--- src/rtl/lcdclk_pkg.sv ---
package lcdclk_pkg;

  localparam int REG_W    = 16;
  localparam int RATIO_W  = 6;
  localparam int MAX_DIV  = 32;
  localparam int DIV_CW   = $clog2(MAX_DIV);
  localparam int LINE_CW  = 4;
  localparam int NUM_SRC  = 3;

  localparam int SEL_HI   = 15;
  localparam int SEL_LO   = 14;
  localparam int ONE_BIT  = 8;

  typedef enum logic [1:0] {
    SRC_BUS = 2'b00,
    SRC_PER = 2'b01,
    SRC_EXT = 2'b10,
    SRC_BAD = 2'b11
  } src_sel_e;

  // Terminal count (divide ratio minus one) with clamping of 0 and >MAX_DIV.
  function automatic logic [DIV_CW-1:0] ratio_term(input logic [RATIO_W-1:0] r);
    logic [RATIO_W-1:0] t;
    if (r == '0)
      t = '0;
    else if (r > RATIO_W'(MAX_DIV))
      t = RATIO_W'(MAX_DIV - 1);
    else
      t = r - RATIO_W'(1);
    return t[DIV_CW-1:0];
  endfunction

  // Terminal count of the line divider from the bus width code.
  function automatic logic [LINE_CW-1:0] width_term(input logic [1:0] code);
    case (code)
      2'b00:   return LINE_CW'(3);
      2'b01:   return LINE_CW'(7);
      default: return LINE_CW'(15);
    endcase
  endfunction

endpackage

--- src/rtl/lcdclk_edge_det.sv ---
module lcdclk_edge_det #(
  parameter int N = 3
) (
  input  logic         clk,
  input  logic         rst_n,
  input  logic [N-1:0] lvl,
  output logic [N-1:0] rise
);

  for (genvar i = 0; i < N; i++) begin : g_src
    logic prev_q;
    always_ff @(posedge clk or negedge rst_n) begin
      if (!rst_n) prev_q <= 1'b0;
      else        prev_q <= lvl[i];
    end
    assign rise[i] = lvl[i] & ~prev_q;
  end

endmodule

--- src/rtl/lcdclk_ctrl_reg.sv ---
module lcdclk_ctrl_reg
  import lcdclk_pkg::*;
(
  input  logic               clk,
  input  logic               rst_n,
  input  logic               wr,
  input  logic [REG_W-1:0]   wdata,
  output logic [REG_W-1:0]   rdata,
  output src_sel_e           sel,
  output logic [RATIO_W-1:0] ratio
);

  logic [1:0]         sel_q;
  logic [RATIO_W-1:0] ratio_q;

  always_ff @(posedge clk or negedge rst_n) begin
    if (!rst_n) begin
      sel_q   <= 2'b00;
      ratio_q <= RATIO_W'(1);
    end else if (wr) begin
      sel_q   <= wdata[SEL_HI:SEL_LO];
      ratio_q <= wdata[RATIO_W-1:0];
    end
  end

  always_comb begin
    rdata                 = '0;
    rdata[SEL_HI:SEL_LO]  = sel_q;
    rdata[ONE_BIT]        = 1'b1;
    rdata[RATIO_W-1:0]    = ratio_q;
  end

  assign sel   = src_sel_e'(sel_q);
  assign ratio = ratio_q;

endmodule

--- src/rtl/lcdclk_div.sv ---
module lcdclk_div #(
  parameter int CW = 5
) (
  input  logic          clk,
  input  logic          rst_n,
  input  logic          clr,
  input  logic          adv,
  input  logic [CW-1:0] term,
  output logic          pulse
);

  logic [CW-1:0] cnt_q;

  always_ff @(posedge clk or negedge rst_n) begin
    if (!rst_n) begin
      cnt_q <= '0;
      pulse <= 1'b0;
    end else begin
      pulse <= 1'b0;
      if (clr) begin
        cnt_q <= '0;
      end else if (adv) begin
        if (cnt_q >= term) begin
          cnt_q <= '0;
          pulse <= 1'b1;
        end else begin
          cnt_q <= cnt_q + CW'(1);
        end
      end
    end
  end

endmodule

--- src/rtl/lcd_dotclk_gen.sv ---
module lcd_dotclk_gen
  import lcdclk_pkg::*;
(
  input  logic             clk,
  input  logic             rst_n,
  input  logic             tick_bus,
  input  logic             tick_per,
  input  logic             tick_ext,
  input  logic             reg_wr,
  input  logic [REG_W-1:0] reg_wdata,
  output logic [REG_W-1:0] reg_rdata,
  input  logic             panel_stn,
  input  logic [1:0]       bus_width,
  output logic             dot_en,
  output logic             shift_en,
  output logic             cfg_err
);

  logic [NUM_SRC-1:0] src_lvl, src_rise;
  src_sel_e           sel;
  logic [RATIO_W-1:0] ratio;
  logic               adv_dot;
  logic               line_pulse;
  logic [2:0]         cfg_q;
  logic               cfg_chg;

  assign src_lvl = {tick_ext, tick_per, tick_bus};

  lcdclk_edge_det #(.N(NUM_SRC)) u_edge (
    .clk (clk), .rst_n (rst_n), .lvl (src_lvl), .rise (src_rise)
  );

  lcdclk_ctrl_reg u_reg (
    .clk (clk), .rst_n (rst_n), .wr (reg_wr), .wdata (reg_wdata),
    .rdata (reg_rdata), .sel (sel), .ratio (ratio)
  );

  always_comb begin
    case (sel)
      SRC_BUS: adv_dot = src_rise[0];
      SRC_PER: adv_dot = src_rise[1];
      SRC_EXT: adv_dot = src_rise[2];
      default: adv_dot = 1'b0;
    endcase
  end

  assign cfg_err = (sel == SRC_BAD);

  lcdclk_div #(.CW(DIV_CW)) u_dot (
    .clk (clk), .rst_n (rst_n), .clr (reg_wr), .adv (adv_dot),
    .term (ratio_term(ratio)), .pulse (dot_en)
  );

  // Track panel configuration so a change restarts the line divider.
  always_ff @(posedge clk or negedge rst_n) begin
    if (!rst_n) cfg_q <= '0;
    else        cfg_q <= {panel_stn, bus_width};
  end
  assign cfg_chg = (cfg_q != {panel_stn, bus_width});

  lcdclk_div #(.CW(LINE_CW)) u_line (
    .clk (clk), .rst_n (rst_n), .clr (reg_wr | cfg_chg), .adv (dot_en),
    .term (width_term(bus_width)), .pulse (line_pulse)
  );

  assign shift_en = panel_stn ? line_pulse : dot_en;

endmodule

--- config.mk ---
export PLATFORM = sky130hd
export DESIGN_NAME = lcd_dotclk_gen
export DESIGN_NICKNAME = d
export VERILOG_FILES = /design/src/rtl/lcdclk_pkg.sv /design/src/rtl/lcdclk_edge_det.sv /design/src/rtl/lcdclk_ctrl_reg.sv /design/src/rtl/lcdclk_div.sv /design/src/rtl/lcd_dotclk_gen.sv
export SDC_FILE = /design/constraint.sdc
export NUM_CORES = 1
export LEC_CHECK = 0
export ABC_AREA = 0
export BUFFER_PORTS_ARGS = -buffer_cell sky130_fd_sc_hd__buf_4
export CORE_MARGIN = 2
export CORE_UTILIZATION = 40
export CTS_CLUSTER_DIAMETER = 100
export CTS_CLUSTER_SIZE = 16
export DETAILED_ROUTE_END_ITERATION = 16
export SETUP_SLACK_MARGIN = 0.02
export SYNTH_ARGS = -nofsm -noshare
export SYNTH_HDL_FRONTEND = slang
export SYNTH_SLANG_ARGS = --single-unit
export TNS_END_PERCENT = 50
--- constraint.sdc ---
create_clock -name clk -period 3.35 [get_ports clk]
set_clock_uncertainty 0.1 [all_clocks]
set_input_delay 0.1675 -clock clk [delete_from_list [all_inputs] [get_ports clk]]
set_output_delay 0.1675 -clock clk [all_outputs]
set_load 0.03 [all_outputs]
==> flow_summary.yaml, run 1 <==
cells_and_area:
  layout_common_cells: "28 x buf_4, 24 x dfrtp_1, 17 x nand2_1"
  fillerInstances: 330
  nNetsFinal: 228
  area_delta_synth_final_pct: 26.88
  final_common_cell: "buf_4"
  drive_gt1_share_pct: 17.80
  diodes: 0
  post-route-util_pct: 53.77
  multiInputGateArea_um2: 738.2
  ff_latch_area_um2: 626.9
clock_network:
  cts_resized: 0
  cts_buffer_depth: 2
  cts_tree: "done"
  htreeDepth: 1
  cts.sinks: 25
  cts_buffers: 3
  clkTransAtPathRegs_ns: 0.14
  cts_hold_buf: 15
  clk_latency_ns: 0.32
  cts-root-buf: "clkbuf_4"
  post-cts-setup-buffer-count: 0
yosys:
  yosysWarnings: 0
  synthDistinctLibCells: 38
  yosys-top-cells-area: "dfrtp_1 41%, ha_1 9.5%, mux2_1 4.7%"
  netlist_area_um2: 1448
  synth_top_area_cell: "dfrtp_1"
  ys_seq_elements: 25
  synth.avg_cell_area_um2: 9.716
  syn_inst: 149
  seq_area_frac_synth_pct: 43.30
  yosys.area.top_type_share_pct: 41.49
setup_path:
  required_ns: 3.51
  r2r_slack_ns: 0.35
  reg2reg_to: "u_dot.cnt_q[4]$_DFFE_PN0P_"
  cp_slowest_cell: "dfstp_2"
  cp_max_fo: 6
  worst_path_largest_cell_delay_ns: 0.61
  r2r_cells: 13
  path_cells: "inv_1 -> ha_1 -> nand2b_1 -> nor3_1 -> buf_4 -> nor2b_1 -> a21oi_1 -> ha_1 -> a21oi_1 -> o21ai_1 -> a31o_1 -> or4_1 -> a31oi_1"
  timing.rr.start: "u_reg.ratio[0]$_DFFE_PN1P_"
  endpoint_kind: "flip-flop"
  path_class: "reg -> reg"
  critPathArrivalTime_ns: 3.15
  worst_setup_path_start_kind: "flip-flop"
sta:
  max-slew-margin-rel_pct: 46.36
  max_freq_mhz: 333.8
  rsz0062_at_grt: "false"
  hold_viol_final: 0
  setup_viol: 0
  period_share_pct: 89.42
  period_needed_ns: 2.996
  tightest_slew_ns: 0.7972
  drv_slew: 0
  fin_setup_tns_ns: 0
  worst_hold_slack_ns: 0.03876
worst_hold_path:
  hold_depth: 3
  hold_start: "reg_wr"
  min_path_type: "in -> reg"
  holdPathEnd: "u_reg.ratio[0]$_DFFE_PN1P_"
run:
  drv_cap: 0
power:
  finalPower_mw: 0.6416
  leakage_nw: 0.8653
  ir_drop_uv: 161.5
  power_frac_clock_pct: 21.7
  power.density_nw_per_um2: 349.3
  p_int_mw: 0.4368
  p_comb_share_pct: 25.7
  swShare_pct: 31.92
  power.share.sequential_pct: 52.6
  switching_power_mw: 0.2048
die:
  dieArea_um2: 4117
  rows: 21
  die_w_um: 64.16
  initial_core_util_pct: 42.38
  dieHeight_um: 64.16
  ios: 44
  fp.coreArea_um2: 3416
routing:
  via_per_inst: 4.907
  drt_iter0_drc: 55
  drcViolationCount: 0
  vias: 1163
  wl_per_cell_um: 11.70
  drt-pass1-iter-count: 2
  drtAntennaViolNets: 0
  wirelength_um: 2774
global_routing:
  antenna_found_initial: 0
  grt_pass1_wl_um: 4961
  grt_pass1_vias: 1151
  overflow: 0
  grt_max_degree: 26
  grt.total_usage_pct: 15.22
status:
  outcome: "finished, final reports clean"
placement:
  dp_hpwl_um: 1950
  gpl.final_weighted_congestion: 0.8190
  port_buffers: 27
==> power groups by stage <==
stage                     sequential (mW)  clock (mW)  combinational [mW]
after floorplan                     0.358           0              0.0910
after global placement              0.342           0               0.149
after detailed placement            0.344           0               0.152
after CTS                           0.338       0.148               0.167
after global routing                0.342       0.161               0.185
final                               0.338       0.139               0.165
==> worst max-delay path by stage <==
stage	depth (start not counted)	endpoint	slack, ns	from
CTS	13	u_dot.cnt_q[3]$_DFFE_PN0P_	0.35	u_reg.ratio[0]$_DFFE_PN1P_
finish	13	u_dot.cnt_q[4]$_DFFE_PN0P_	0.35	u_reg.ratio[0]$_DFFE_PN1P_
global placement	13	u_dot.cnt_q[3]$_DFFE_PN0P_	0.44	u_reg.ratio[0]$_DFFE_PN1P_
floorplan	12	u_dot.cnt_q[3]$_DFFE_PN0P_	0.40	u_reg.ratio[1]$_DFFE_PN0P_
detailed placement	13	u_dot.cnt_q[3]$_DFFE_PN0P_	0.37	u_reg.ratio[0]$_DFFE_PN1P_
global route	13	u_dot.cnt_q[4]$_DFFE_PN0P_	0.1	u_reg.ratio[0]$_DFFE_PN1P_
==> cell families after synthesis <==
group / count (synthesis) / synth area share, %
fa+ha+maj: 11 / 9.507
compound gates: 28 / 12.01
simple gates: 53 / 19.02
flops: 25 / 43.30
buf+inv: 18 / 7.260
xor+xnor: 5 / 3.025
other cells: 2 / 0.5188
mux: 7 / 5.358
==> synthesized netlist by cell type <==
cell and count:
a21boi_0 1, mux2_1 6, dfstp_2 1, nand3b_1 1, or2_1 1, and2_1 2
nor2b_1 3, nor4_1 1, buf_1 1, nand2b_4 1, xor2_1 5, dfrtp_1 24
conb_1 2, o21ai_1 7, or4_1 3, a21o_1 2, o21ai_0 2, inv_1 7
nor3_1 4, a31o_1 1, a21oi_1 5, a31oi_1 4, nand4b_1 1, nor4b_1 1
nand3_1 9, nand2_1 17, clkbuf_1 1, o31ai_1 1, a21boi_1 2, buf_4 8
o21a_1 1, nand2b_1 3, a22o_1 1, nor2_1 6, ha_1 11, buf_6 1
o31a_1 1, mux2i_1 1
==> flip-flops by register name, summed over array words and instances, names as in the netlist <==
register / cells
u_reg.sel: 2
u_edge.g_src.prev_q: 3
u_line.cnt_q: 4
cfg_q: 3
u_dot.cnt_q: 5
u_line.pulse: 1
u_dot.pulse: 1
u_reg.ratio: 6
==> final cells by class <==
| cell class | count | area share [%] |
|---|---|---|
| timing repair buffer | 43 | 19.62 |
| inverter | 7 | 1.431 |
| multi-input combinational | 112 | 40.19 |
| tap | 46 | 3.134 |
| clock buffer | 3 | 1.226 |
| clock inverter | 1 | 0.2725 |
| sequential | 25 | 34.13 |
==> worst max-delay path, delay by kind of cell, from the launching register on <==
kind	cells	cell delay [ns]
AOI/OAI and AO/OA	5	0.70
buffers and inverters	2	0.24
DFF	1	0.61
and+or+nand+nor	4	0.79
adders and majority gates	2	0.51
==> metrics by stage <==
stage / worst slack, ns / cells / area (µm²)
floorplan: 0.4046 / 155 / 1470
global placement: 0.4412 / 218 / 1659
detailed placement: 0.3744 / 218 / 1659
CTS: 0.3453 / 237 / 1837
global route: 0.09705 / 237 / 1837
finish: 0.3544 / 237 / 1837
==> routing by layer <==
layer / track usage (%) / vias to the layer above / wire length [µm]
met5: 0 / - / 0
li1: - / 583 / -
met3: 1.585 / 4 / 105
met2: 27.86 / 25 / 1380
met4: 5.585 / 0 / 27
met1: 18.30 / 551 / 1260
Power figures use the tool's default switching activity.
==> run 2, diff against run 1 <==
- ABC_CLOCK_PERIOD_IN_PS: unset -> 3350
- RECOVER_POWER: unset -> 50
==> flow_summary.yaml, run 2 (synthesized netlist as in run 1, its figures left out) <==
die:
  initial_core_util_pct: 42.38
  die_w_um: 64.16
  fp.coreArea_um2: 3416
  rows: 21
  dieHeight_um: 64.16
  ios: 44
  dieArea_um2: 4117
global_routing:
  overflow: 0
  grt_pass1_vias: 1151
  grt_max_degree: 26
  antenna_found_initial: 0
  grt.total_usage_pct: 15.22
  grt_pass1_wl_um: 4961
sta:
  hold_viol_final: 0
  max_freq_mhz: 333.9
  fin_ws_ns: 0.3554
  max-slew-margin-rel_pct: 10.42
  period_share_pct: 89.39
  tightest_slew_ns: 1.344
  setup_viol: 0
  fin_setup_tns_ns: 0
  rsz0062_at_grt: "false"
  drv_slew: 0
  period_needed_ns: 2.995
cells_and_area:
  final_common_cell: "dfrtp_1"
  multiInputGateArea_um2: 738.2
  layout_common_cells: "24 x dfrtp_1, 21 x buf_4, 17 x nand2_1"
  ff_latch_area_um2: 626.9
  largest_reg_flops: 6
  nNetsFinal: 228
  instances_no_fill: 237
  area_delta_synth_final_pct: 25.32
  post-route-util_pct: 53.11
  fillerInstances: 336
  drive_gt1_share_pct: 14.66
  diodes: 0
worst_hold_path:
  hold_start: "reg_wr"
  min_path_type: "in -> reg"
power:
  leakage_nw: 0.8434
  p_int_mw: 0.4337
  p_comb_share_pct: 25.3
  ir_drop_uv: 157.2
  switching_power_mw: 0.2052
  power.share.sequential_pct: 52.9
  power.density_nw_per_um2: 352.1
  swShare_pct: 32.12
  finalPower_mw: 0.6389
  power_frac_clock_pct: 21.9
routing:
  drtAntennaViolNets: 0
  wl_per_cell_um: 11.72
  wirelength_um: 2777
  drt_iter0_drc: 61
  drt-pass1-iter-count: 4
  dr_wl_met3_um: 102
  wl_met2_um: 1377
  wl_met1_um: 1270
  via_per_inst: 4.907
  drcViolationCount: 0
  vias: 1163
  top_layer: "met4"
clock_network:
  clk_latency_ns: 0.32
  post-cts-setup-buffer-count: 0
  cts_buffers: 3
  cts_hold_buf: 15
  htreeDepth: 1
  cts_tree: "done"
  cts.sinks: 25
  cts-root-buf: "clkbuf_4"
  cts_resized: 0
  clkTransAtPathRegs_ns: 0.14
  cts_buffer_depth: 2
setup_path:
  critPathArrivalTime_ns: 3.15
  cp_max_fo: 6
  timing.rr.start: "u_reg.ratio[0]$_DFFE_PN1P_"
  endpoint_kind: "flip-flop"
  required_ns: 3.51
  path_class: "reg -> reg"
  worst_setup_path_start_kind: "flip-flop"
  startpoint: "u_reg.ratio[0]$_DFFE_PN1P_"
  r2r_slack_ns: 0.36
run:
  drv_cap: 0
status:
  outcome: "finished, final reports clean"
placement:
  gpl.final_weighted_congestion: 0.8190
  dp_cells: 218
  dp_slack_ns: 0.3744
  dp_hpwl_um: 1950
  port_buffers: 27
[run 2: cell types whose count changed in the layout (fill, tap and decap cells not counted)]
cell	before	now
clkbuf_4	3	4
buf_4	28	21
clkbuf_1	0	6
[run 2: power by group through the flow]
stage                     logic [mW]  clock network, mW  registers, mW
after global placement         0.149                  0          0.342
final                          0.161              0.140          0.338
after global routing           0.182              0.161          0.342
after CTS                      0.167              0.148          0.338
after floorplan               0.0910                  0          0.358
after detailed placement       0.152                  0          0.344
[run 2: layout make-up]
| type | instances | share of cell area [%] |
|---|---|---|
| Clock buffer | 3 | 1.241 |
| Clock inverter | 1 | 0.2759 |
| Inverter | 7 | 1.448 |
| Multi-Input combinational cell | 112 | 40.69 |
| Sequential cell | 25 | 34.55 |
| Tap cell | 46 | 3.172 |
| Timing Repair Buffer | 43 | 18.62 |
[run 2: path summary, 6_finish.rpt]
kind,cells after the start,endpoint
max,13,u_dot.cnt_q[4]$_DFFE_PN0P_
min in group asynchronous,2,u_edge.g_src[1].prev_q$_DFF_PN0_
max reg2reg,13,u_dot.cnt_q[4]$_DFFE_PN0P_
max in group asynchronous,2,cfg_q[0]$_DFF_PN0_
min,3,u_reg.ratio[0]$_DFFE_PN1P_
min reg2reg,2,u_reg.ratio[0]$_DFFE_PN1P_
[run 2: routing by layer]
metal | global-route usage, % | vias to the layer above
li1 | - | 583
met1 | 18.30 | 551
met2 | 27.86 | 25
met3 | 1.585 | 4
met4 | 5.585 | 0
met5 | 0 | -
[run 2: stage by stage]
step / area [µm²] / hold WS [ns]
after global routing: 1814 / 0.04043
after detailed placement: 1659 / -0.005719
after CTS: 1837 / 0.03681
final: 1814 / 0.03847
after global placement: 1659 / -0.007610
after floorplan: 1470 / -0.2281
[run 2: worst max-delay path, cell delays in order (launching register included)]
cell      delay (ns)
dfstp_2         0.61
inv_1           0.08
ha_1            0.22
nand2b_1        0.09
nor3_1          0.05
buf_4           0.16
nor2b_1         0.15
a21oi_1         0.08
ha_1            0.29
a21oi_1         0.12
o21ai_1         0.09
a31o_1          0.24
or4_1           0.50
a31oi_1         0.17
==> run 3, diff against run 2 <==
- CORE_MARGIN: 2 -> 10
- CTS_BUF_LIST: unset -> sky130_fd_sc_hd__clkbuf_4 sky130_fd_sc_hd__clkbuf_8 sky130_fd_sc_hd__clkbuf_16
==> flow_summary.yaml, run 3 (synthesized netlist as in run 1, its figures left out) <==
setup_path:
  worst_setup_path_start_kind: "flip-flop"
  cp_slowest_cell: "dfstp_2"
  path_class: "reg -> reg"
  crit_buf_inv: 2
  required_ns: 3.51
  crit_family: "simple AND/OR/NAND/NOR gates"
  path_cells: "inv_1 -> ha_1 -> nand2b_1 -> nor3_1 -> buf_4 -> nor2b_1 -> a21oi_1 -> ha_1 -> a21oi_1 -> o21ai_1 -> a31o_1 -> or4_1 -> a31oi_1"
  cp_max_fo: 6
  critPathArrivalTime_ns: 3.23
  endpoint_kind: "flip-flop"
  worst_path_largest_cell_delay_ns: 0.61
run:
  drv_cap: 0
worst_hold_path:
  min_path_type: "in -> reg"
global_routing:
  antenna_found_initial: 0
  grt_max_degree: 26
  overflow: 0
  grt_pass1_vias: 1209
  grt.total_usage_pct: 10.46
  grt_pass1_wl_um: 5464
clock_network:
  htreeDepth: 1
  cts_buffers: 3
  cts_buffer_depth: 2
  cts_resized: 0
  cts.sinks: 25
  clkTransAtPathRegs_ns: 0.14
  cts-root-buf: "clkbuf_4"
  clk_latency_ns: 0.32
  cts_tree: "done"
  post-cts-setup-buffer-count: 0
routing:
  drt-pass1-iter-count: 4
  drtAntennaViolNets: 0
  drcViolationCount: 0
  vias: 1177
  wirelength_um: 3116
  via_per_inst: 4.966
  drt_iter0_drc: 56
  wl_per_cell_um: 13.15
placement:
  gpl.final_weighted_congestion: 0.7802
  dp_hpwl_um: 2319
  port_buffers: 27
cells_and_area:
  multiInputGateArea_um2: 738.2
  ff_latch_area_um2: 626.9
  nNetsFinal: 228
  diodes: 0
  drive_gt1_share_pct: 15.71
  fillerInstances: 337
  area_delta_synth_final_pct: 25.84
  layout_common_cells: "24 x dfrtp_1, 22 x buf_4, 17 x nand2_1"
  final_common_cell: "dfrtp_1"
  largest_reg_flops: 6
sta:
  drv_slew: 0
  max-slew-margin-rel_pct: 9.589
  setup_viol: 0
  tightest_slew_ns: 1.356
  hold_viol_final: 0
  period_needed_ns: 3.068
  rsz0062_at_grt: "false"
  period_share_pct: 91.58
  worst_hold_slack_ns: 0.03983
  fin_setup_tns_ns: 0
  max_freq_mhz: 325.9
die:
  ios: 44
  rows: 21
  fp.coreArea_um2: 3416
  die_w_um: 80.16
  initial_core_util_pct: 42.38
  dieArea_um2: 6426
  dieHeight_um: 80.16
power:
  leakage_nw: 0.8504
  power.density_nw_per_um2: 352.1
  ir_drop_uv: 155.5
status:
  outcome: "finished, final reports clean"
run 3: cell types whose count changed in the layout (fill, tap and decap cells not counted):
cell	previous run	this run
clkbuf_4	4	5
buf_4	21	22
clkbuf_1	6	4
run 3: final cells by class:
class                           instances  share of cell area [%]
Timing Repair Buffer                   43                   18.96
Multi-Input combinational cell        112                   40.52
Inverter                                7                   1.442
Clock buffer                            3                   1.236
Tap cell                               46                   3.159
Sequential cell                        25                   34.41
Clock inverter                          1                  0.2747
run 3: worst paths after layout:
| path | startpoint | endpoint | slack, ns | cells after the start |
|---|---|---|---|---|
| min reg2reg | u_line.cnt_q[1]$_DFFE_PN0P_ | u_line.cnt_q[1]$_DFFE_PN0P_ | 0.47 | 2 |
| min | reg_wr | u_dot.cnt_q[0]$_DFFE_PN0P_ | 0.04 | 2 |
| max in group asynchronous | rst_n | u_reg.ratio[2]$_DFFE_PN0P_ | 1.81 | 2 |
| min in group asynchronous | rst_n | u_reg.sel[0]$_DFFE_PN0P_ | 0.56 | 2 |
| max reg2reg | u_reg.ratio[0]$_DFFE_PN1P_ | u_dot.cnt_q[4]$_DFFE_PN0P_ | 0.28 | 13 |
| max | u_reg.ratio[0]$_DFFE_PN1P_ | u_dot.cnt_q[4]$_DFFE_PN0P_ | 0.28 | 13 |
run 3: layer usage:
metal  GRT usage (%)  vias to the layer above  part of all wire, %
met3           3.563                        5                  7.3
met5               0                        -                    0
met1           12.76                      552                   44
li1                -                      586                    -
met4           3.697                        0                  1.4
met2           16.69                       34                   47
run 3: worst reg2reg max path: cells and delay by family, from the launching register on:
| kind | cells | cell delay (ns) |
|---|---|---|
| AOI/OAI and AO/OA | 5 | 0.72 |
| and+or+nand+nor | 4 | 0.82 |
| DFF | 1 | 0.61 |
| adders and majority gates | 2 | 0.51 |
| buffers and inverters | 2 | 0.25 |
run 3: metrics by stage:
stage / util (%) / cell area (µm²) / power [mW] / cells / setup slack [ns]
after floorplan: - / 1470 / 0.4491 / 155 / 0.4046
after global routing: 53.33 / 1822 / 0.6866 / 237 / 0.1246
after CTS: 53.77 / 1837 / 0.6503 / 237 / 0.2976
final: 53.33 / 1822 / 0.6414 / 237 / 0.2820
after global placement: 48.57 / 1659 / 0.4928 / 218 / 0.4426
after detailed placement: 48.57 / 1659 / 0.4979 / 218 / 0.3336
run 3: repair_timing:
action                                  in CTS  in global routing
endpoints found under the hold margin       39                  0
endpoints found under the setup margin       0                  0
hold buffers                                15                  0
run 3: power breakdown:
group | switching [mW] | internal, mW
clock | 0.0948 | 0.0448
combinational | 0.0928 | 0.0712
sequential | 0.0193 | 0.319
